==> config.mk <==
export PLATFORM = sky130hd
export DESIGN_NAME = ras_latch_array
export DESIGN_NICKNAME = d
export VERILOG_FILES = /design/src/rtl/ras_pkg.sv /design/src/rtl/ras_addr_decoder.sv /design/src/rtl/ras_cell.sv /design/src/rtl/ras_obs_and.sv /design/src/rtl/ras_latch_array.sv
export SDC_FILE = /design/constraint.sdc
export NUM_CORES = 1
export LEC_CHECK = 0
export BUFFER_PORTS_ARGS = -buffer_cell sky130_fd_sc_hd__buf_4
export CAP_MARGIN = 20
export CORE_MARGIN = 8
export CORE_UTILIZATION = 45
export CTS_CLUSTER_SIZE = 20
export DETAILED_ROUTE_END_ITERATION = 7
export GPL_ROUTABILITY_DRIVEN = 0
export GPL_TIMING_DRIVEN = 0
export PLACE_DENSITY = 0.74
export SYNTH_ARGS = -nofsm -noshare
export SYNTH_HDL_FRONTEND = slang
export SYNTH_SLANG_ARGS = --single-unit
==> constraint.sdc <==
create_clock -name clk_i -period 3.5 [get_ports clk_i]
set_clock_uncertainty 0.15 [all_clocks]
set_input_delay 0.35 -clock clk_i [delete_from_list [all_inputs] [get_ports clk_i]]
set_output_delay 0.35 -clock clk_i [all_outputs]
set_load 0.01 [all_outputs]
==> src/rtl/ras_pkg.sv <==
package ras_pkg;
  function automatic int addr_width(input int n);
    return (n > 1) ? $clog2(n) : 1;
  endfunction
endpackage

==> src/rtl/ras_addr_decoder.sv <==
module ras_addr_decoder #(
  parameter int NUM_CELLS = 12,
  parameter int ADDR_W    = 4
) (
  input  logic              clk_i,
  input  logic              rst_ni,
  input  logic [ADDR_W-1:0] addr_i,
  output logic [NUM_CELLS-1:0] sel_o
);
  for (genvar g = 0; g < NUM_CELLS; g++) begin : g_dec
    assign sel_o[g] = (addr_i == ADDR_W'(g));
  end

  a_r8_one_or_none: assert property (@(posedge clk_i) disable iff (!rst_ni)
    $onehot0(sel_o));
  a_r8_none_out_of_range: assert property (@(posedge clk_i) disable iff (!rst_ni)
    (int'(addr_i) >= NUM_CELLS) |-> (sel_o == '0));
endmodule

==> src/rtl/ras_cell.sv <==
module ras_cell (
  input  logic clk_i,
  input  logic rst_ni,
  input  logic test_mode_i,
  input  logic sel_i,
  input  logic scan_clk_en_i,
  input  logic scan_in_i,
  input  logic func_d_i,
  output logic q_o,
  output logic obs_o
);
  logic scan_we;
  assign scan_we = test_mode_i & scan_clk_en_i & sel_i;

  // single storage element; test mode blocks functional capture
  always_ff @(posedge clk_i or negedge rst_ni) begin
    if (!rst_ni)           q_o <= 1'b0;
    else if (!test_mode_i) q_o <= func_d_i;
    else if (scan_we)      q_o <= scan_in_i;
  end

  // unselected cells drive 1 into the AND network
  assign obs_o = sel_i ? q_o : 1'b1;
endmodule

==> src/rtl/ras_obs_and.sv <==
module ras_obs_and #(
  parameter int N = 12
) (
  input  logic [N-1:0] obs_i,
  output logic         so_o
);
  localparam int P = (N > 1) ? (1 << $clog2(N)) : 1;
  logic [2*P-2:0] node;

  for (genvar g = 0; g < P; g++) begin : g_leaf
    if (g < N) begin : g_used
      assign node[P-1+g] = obs_i[g];
    end else begin : g_pad
      assign node[P-1+g] = 1'b1;
    end
  end
  for (genvar g = 0; g < P-1; g++) begin : g_tree
    assign node[g] = node[2*g+1] & node[2*g+2];
  end
  assign so_o = node[0];
endmodule

==> src/rtl/ras_latch_array.sv <==
module ras_latch_array
  import ras_pkg::*;
#(
  parameter int NUM_CELLS = 12,
  localparam int ADDR_W   = addr_width(NUM_CELLS)
) (
  input  logic                 clk_i,
  input  logic                 rst_ni,
  input  logic                 test_mode_i,
  input  logic [ADDR_W-1:0]    scan_addr_i,
  input  logic                 scan_in_i,
  input  logic                 scan_clk_en_i,
  input  logic [NUM_CELLS-1:0] func_d_i,
  output logic [NUM_CELLS-1:0] func_q_o,
  output logic                 scan_out_o
);
  logic [NUM_CELLS-1:0] sel;
  logic [NUM_CELLS-1:0] obs;

  ras_addr_decoder #(.NUM_CELLS(NUM_CELLS), .ADDR_W(ADDR_W)) u_dec (
    .clk_i (clk_i),
    .rst_ni(rst_ni),
    .addr_i(scan_addr_i),
    .sel_o (sel)
  );

  for (genvar g = 0; g < NUM_CELLS; g++) begin : g_cell
    ras_cell u_cell (
      .clk_i        (clk_i),
      .rst_ni       (rst_ni),
      .test_mode_i  (test_mode_i),
      .sel_i        (sel[g]),
      .scan_clk_en_i(scan_clk_en_i),
      .scan_in_i    (scan_in_i),
      .func_d_i     (func_d_i[g]),
      .q_o          (func_q_o[g]),
      .obs_o        (obs[g])
    );
  end

  ras_obs_and #(.N(NUM_CELLS)) u_and (
    .obs_i(obs),
    .so_o (scan_out_o)
  );

  // assertion arming: one edge after reset release
  logic armed;
  always_ff @(posedge clk_i or negedge rst_ni) begin
    if (!rst_ni) armed <= 1'b0;
    else         armed <= 1'b1;
  end

  a_r2_func_capture: assert property (@(posedge clk_i) disable iff (!rst_ni)
    (armed && $past(!test_mode_i)) |-> (func_q_o == $past(func_d_i)));
  a_r4_scan_write: assert property (@(posedge clk_i) disable iff (!rst_ni)
    (armed && $past(test_mode_i && scan_clk_en_i && (int'(scan_addr_i) < NUM_CELLS)))
      |-> (func_q_o[$past(scan_addr_i)] == $past(scan_in_i)));
  a_r5_others_hold: assert property (@(posedge clk_i) disable iff (!rst_ni)
    (armed && $past(test_mode_i))
      |-> ((func_q_o & ~$past(sel)) == ($past(func_q_o) & ~$past(sel))));
  a_r6_read_hold: assert property (@(posedge clk_i) disable iff (!rst_ni)
    (armed && $past(test_mode_i && !scan_clk_en_i)) |-> $stable(func_q_o));
  a_r7_read_value: assert property (@(posedge clk_i) disable iff (!rst_ni)
    (int'(scan_addr_i) < NUM_CELLS) |-> (scan_out_o == func_q_o[scan_addr_i]));
  a_r8_read_one: assert property (@(posedge clk_i) disable iff (!rst_ni)
    (int'(scan_addr_i) >= NUM_CELLS) |-> scan_out_o);
endmodule

Word level (Yosys, flattened, before mapping)
Cells that the tools add are included.
{ "totals": {"memories": 0, "in_bits": 21, "latchBits": 0, "out_inout_bits": 13, "rom_bits": 0, "ff_bits": 12, "mem_bits_rw": 0, "wordCells": 96} }
{ "op_classes": {"n_reduce_logical": 1, "div": 0, "n_mux": 36, "bitwise": 24, "eq_ne": 23, "mul": 0, "order_cmp": 0, "add_sub_neg": 0, "shifts": 0} }
{ "ops": {"columns": ["cell", "count"], "rows": [
  ["1-bit two-way mux", 36],
  ["1-bit bitwise AND", 24],
  ["2-bit by 1-bit != test with 1-bit output (second input constant)", 12],
  ["4-bit by 3-bit equality test with 1-bit output (second input constant)", 4],
  ["4-bit equality test (second input constant)", 4],
  ["4-bit by 2-bit equality test with 1-bit output (second input constant)", 2],
  ["4-bit by 1-bit equality test with 1-bit output (second input constant)", 1],
  ["4-bit logical NOT", 1]
]} }

Longest topological paths before layout
{ "logic_depth": {"depth_word": 6, "depth_mapped": 6, "mapped_depth_nobuf": 4} }

Cells and area by module
A second synthesis with hierarchy kept.
{ "unflattened": {"cells_unflattened": 92, "hier_area_um2": 897.1} }
{ "by_module_without_submodules": {"columns": ["module", "instances", "cells_per_inst", "area_each_um2"], "rows": [
  ["ras_cell", 12, 6, 56.3],
  ["ras_addr_decoder", 1, 16, 192.7],
  ["ras_obs_and", 1, 4, 28.8]
]} }

Least setup slack after synthesis
Ideal clock, no wire load.
{ "synth_timing": {"path_kind": "input to output", "startpoint": "in scan_addr_i[0]", "endpoint": "out scan_out_o", "arrival_ns": 1.243, "path_stages": 6, "slack_ns": 1.757, "path_cell_list": "buf_4 -> and2_4 -> buf_6 -> a21oi_2 -> o32ai_1 -> nor3_1"} }
{ "synth_via": {"elab_chain_len": 6, "word_cells_on_any_way": 35, "classes_between": "11 x eq/ne; 12 x mux; 11 x bitwise; 1 x reduce/logical"} }
{ "synth_lines": {"columns": ["item", "line_no", "rtl"], "rows": [
  ["from (decl)", "ras_latch_array.sv:10", "input logic [ADDR_W-1:0] scan_addr_i,"],
  ["4-bit by 1-bit equality test with 1-bit output (tied with other cells)", "ras_addr_decoder.sv:11", "assign sel_o[g] = (addr_i == ADDR_W'(g));"],
  ["1-bit two-way mux", "ras_cell.sv:23", "assign obs_o = sel_i ? q_o : 1'b1;"],
  ["1-bit bitwise AND (3 in a row)", "ras_obs_and.sv:18", "assign node[g] = node[2*g+1] & node[2*g+2];"],
  ["1-bit bitwise AND (*)", "ras_obs_and.sv:18", null],
  ["to (decl)", "ras_latch_array.sv:15", "output logic scan_out_o"]
]} }
Every way passes the cells marked *; elsewhere a longest branch is shown, timed or not.

Worst setup path after layout
{ "layout_timing": {"startpoint": "reg g_cell[4].u_cell.q_o", "endpoint": "out scan_out_o"} }
{ "layout_via": {"elab_chain_len": 5} }
{ "layout_lines": {"columns": ["item", "line_no", "rtl"], "rows": [
  ["from (decl)", "ras_cell.sv:9", "output logic q_o,"],
  ["from (signal assigned)", "ras_cell.sv:18", "else if (!test_mode_i) q_o <= func_d_i;"],
  ["from (signal assigned)", "ras_cell.sv:19", "else if (scan_we) q_o <= scan_in_i;"],
  ["1-bit two-way mux", "ras_cell.sv:23", null],
  ["1-bit bitwise AND (4 in a row)", "ras_obs_and.sv:18", null]
]} }
No other way between the ends.

==> run_results.csv <==
group,metric,value,unit
clocking,hold_buffers,1,
synthesis,syn_inst,110,
routing,vias,884,
finish,top_register,"g_cell.u_cell.q_o",
floorplanning,start_util,0.4729,
worst_setup_path,critPathArrivalTime,1.50,ns
worst_setup_path,crit_type,"reg -> out",
clocking,cts_tree,"done",
grt,grt_pass1_wl,4.091,mm
timing,tns,0,ns
synthesis,syn_nets,131,
clocking,numCtsBuffers,3,
finish,largest_reg_flops,12,
finish,drive_above_1_share,0.3931,
timing,hold_violations,0,
routing,drc,0,
finish,reg_top3,"g_cell.u_cell.q_o (12)",
worst_setup_path,cp_slowest_stage_delay,0.41,ns
timing,finalMaxSlewViolations,0,
clocking,cts_resized,0,
floorplanning,die_w,61.18,µm
synthesis,yosys.area.top_type,"dfrtp_1",
worst_setup_path,crit_path_start_kind,"flop",
synthesis,synth.avg_cell_area,8.349,µm²
clocking,post_cts_buffers,0,
clocking,clkLatencyLatePin,0.27,ns
synthesis,synth.distinct_cells,30,
synthesis,yosysTopAreaCellShare,0.3270,
synthesis,ys_async_sr_fraction,1.000,
routing,ant_nets,0,
floorplanning,dieHeight,61.18,µm
routing,totalWireLength,2.539,mm
synthesis,ys_seq_area_frac,0.3270,
timing,setup_viol,0,
synthesis,synth_area_leaders,"dfrtp_1 (33%), buf_4 (11%), a32oi_1 (11%), o21ai_0 (6.5%), inv_1 (5.7%)",
grt,grt_max_degree,13,
floorplanning,ioPinCount,34,
routing,wire_per_inst,14.76,µm
worst_setup_path,crit_slowest_cell,"dfrtp_1",
floorplanning,core_area,1942,µm²
clocking,clkSlewWorstSetupHoldPaths,0.08,ns
timing,max_freq,499.0,MHz
hold_path,hold_class,"in -> reg",
clocking,clock-root-buffer,"clkbuf_4",
grt,grt_usage,0.1439,
worst_setup_path,path_cells,"mux2_2 -> o311ai_0 -> nor3_1 -> buf_4",
timing,worstMarginPinSlew,0.5066,ns
finish,final_core_util,0.6302,
clocking,clockBufferDepth,2,
timing,fin_crit_sh,0.5726,
worst_setup_path,required,3.00,ns
finish,nets,167,
outcome,status,"complete, no violations",
finish,final_cells,172,
finish,diodes,0,
run,maxCapViolCount,0,
placed_design,portBuffers,30,
synthesis,ys_ff_latch,12,
clocking,clock-sinks,12,
timing,holdWs,0.1715,ns
synthesis,netlist_area,918.4,µm²
routing,via_per_inst,5.140,
synthesis,synth_edf_count,0,
clocking,htree_levels,1,
placed_design,dp.cells,167,
timing,relSlewSlack,0.6616,
pwr,vdd_ir_drop_max,229.3,µV
floorplanning,std_cell_rows,16,
routing,dr.first_iter.drc_count,23,
timing,fin_crit,2.004,ns
worst_setup_path,cp-end-kind,"output pin",
placed_design,dp_hpwl,1.975,mm
synthesis,synth_flop_cell,"dfrtp_1",
routing,drtPass1Iterations,4,
timing,rsz0062_at_grt,"no",
finish,area_growth,33.24,%
floorplanning,die_area,3742,µm²
grt,grt_antenna_before_repair,0,
pwr,power,0.3981,mW
pwr,leakagePower,0.5805,nW
pwr,p_per_area,325.4,nW/µm²
worst_setup_path,path_max_fanout,3,
grt,grt_pass1_vias,855,
synthesis,synth_warnings,0,
finish,n_fill_cell,186,
grt,gr-total-overflow,0,
report_power, final:
part | switching (mW) | leakage (nW) | internal, mW
clock network | 0.0458 | 0.0210 | 0.0632
logic | 0.0542 | 0.413 | 0.0713
registers | 0.0120 | 0.146 | 0.152
total | 0.112 | 0.580 | 0.286
per-layer routing:
layer  vias up  share of wire  global-route usage
met1       404           0.42              0.1763
met2        30           0.52              0.2448
met4         0          0.013             0.05980
met3         4          0.047             0.01879
li1        446              -                   -
met5         -              0                   0
path summary, 6_finish.rpt:
check / to / slack (ns) / start / cells after the start
max in group asynchronous: g_cell[11].u_cell.q_o / 2.71 / rst_ni / 2
min in group asynchronous: g_cell[1].u_cell.q_o / 0.34 / rst_ni / 2
max reg2reg: g_cell[1].u_cell.q_o / 2.45 / g_cell[1].u_cell.q_o / 2
max: scan_out_o / 1.50 / g_cell[4].u_cell.q_o / 4
min reg2reg: g_cell[11].u_cell.q_o / 0.42 / g_cell[11].u_cell.q_o / 2
min: g_cell[2].u_cell.q_o / 0.17 / func_d_i[2] / 3
placed cells by master, fill, tap and decap left out:
| cell type | n |
|---|---|
| a21oi_1 | 1 |
| nor2b_1 | 1 |
| buf_6 | 2 |
| nor2_1 | 2 |
| clkbuf_1 | 2 |
| mux2_2 | 1 |
| nor3_1 | 4 |
| o32ai_1 | 1 |
| clkbuf_2 | 1 |
| a32oi_1 | 12 |
| and2b_4 | 1 |
| clkbuf_4 | 3 |
| buf_2 | 1 |
| nand4b_1 | 1 |
| inv_1 | 14 |
| a21oi_2 | 1 |
| nand3_1 | 1 |
| nand2b_1 | 1 |
| a31oi_1 | 1 |
| and2_4 | 1 |
| clkbuf_8 | 1 |
| nand3b_1 | 1 |
| nor3b_2 | 1 |
| nor3b_1 | 3 |
| dfrtp_1 | 12 |
| and3b_1 | 2 |
| o21ai_0 | 12 |
| nand2_1 | 12 |
| o311ai_0 | 1 |
| buf_4 | 44 |
| mux2i_1 | 2 |
| dlygate4sd3_1 | 1 |
| nor4b_1 | 1 |
critical path: cells and delay by family (launching register included):
kind | cells | cell delay, ns
AOI/OAI and AO/OA | 1 | 0.29
DFF | 1 | 0.41
buffers and inverters | 1 | 0.15
and+or+nand+nor | 1 | 0.10
muxes | 1 | 0.28
cells by family (layout without fill, tap and decap cells):
family,after synthesis,after routing,share of synthesized area
AO/OA/AOI/OAI,29,29,0.2207
buffers and inverters,34,69,0.2152
flip-flops,12,12,0.3270
multiplexers,3,3,0.03406
AND/OR/NAND/NOR,32,32,0.2030
metrics by stage:
| stage | area [µm²] | worst slack (ns) |
|---|---|---|
| after floorplan | 918.4 | 1.757 |
| after global placement | 1177 | 1.622 |
| after detailed placement | 1177 | 1.615 |
| after CTS | 1224 | 1.503 |
| after global routing | 1224 | 1.448 |
| final | 1224 | 1.496 |
cell usage after synthesis, types with 2 or more instances:
library cell  count
and3b_1           2
dfrtp_1          12
nor2_1            2
inv_1            14
o21ai_0          12
clkbuf_1          2
buf_6             2
nor3_1            4
nand2_1          12
a32oi_1          12
buf_4            14
mux2i_1           2
nor3b_1           3
final cells by class:
type | instances | area, µm² | share of cell area
plain buffers | 20 | 145.1 | 0.1186
clock buffers | 4 | 36.28 | 0.02965
inverters | 14 | 52.55 | 0.04294
multi-input cells | 64 | 420.4 | 0.3436
flip-flops and latches | 12 | 300.3 | 0.2454
well taps | 27 | 33.78 | 0.02761
repair buffers | 31 | 235.2 | 0.1922
Note: power is estimated with default switching activity, not from simulation.
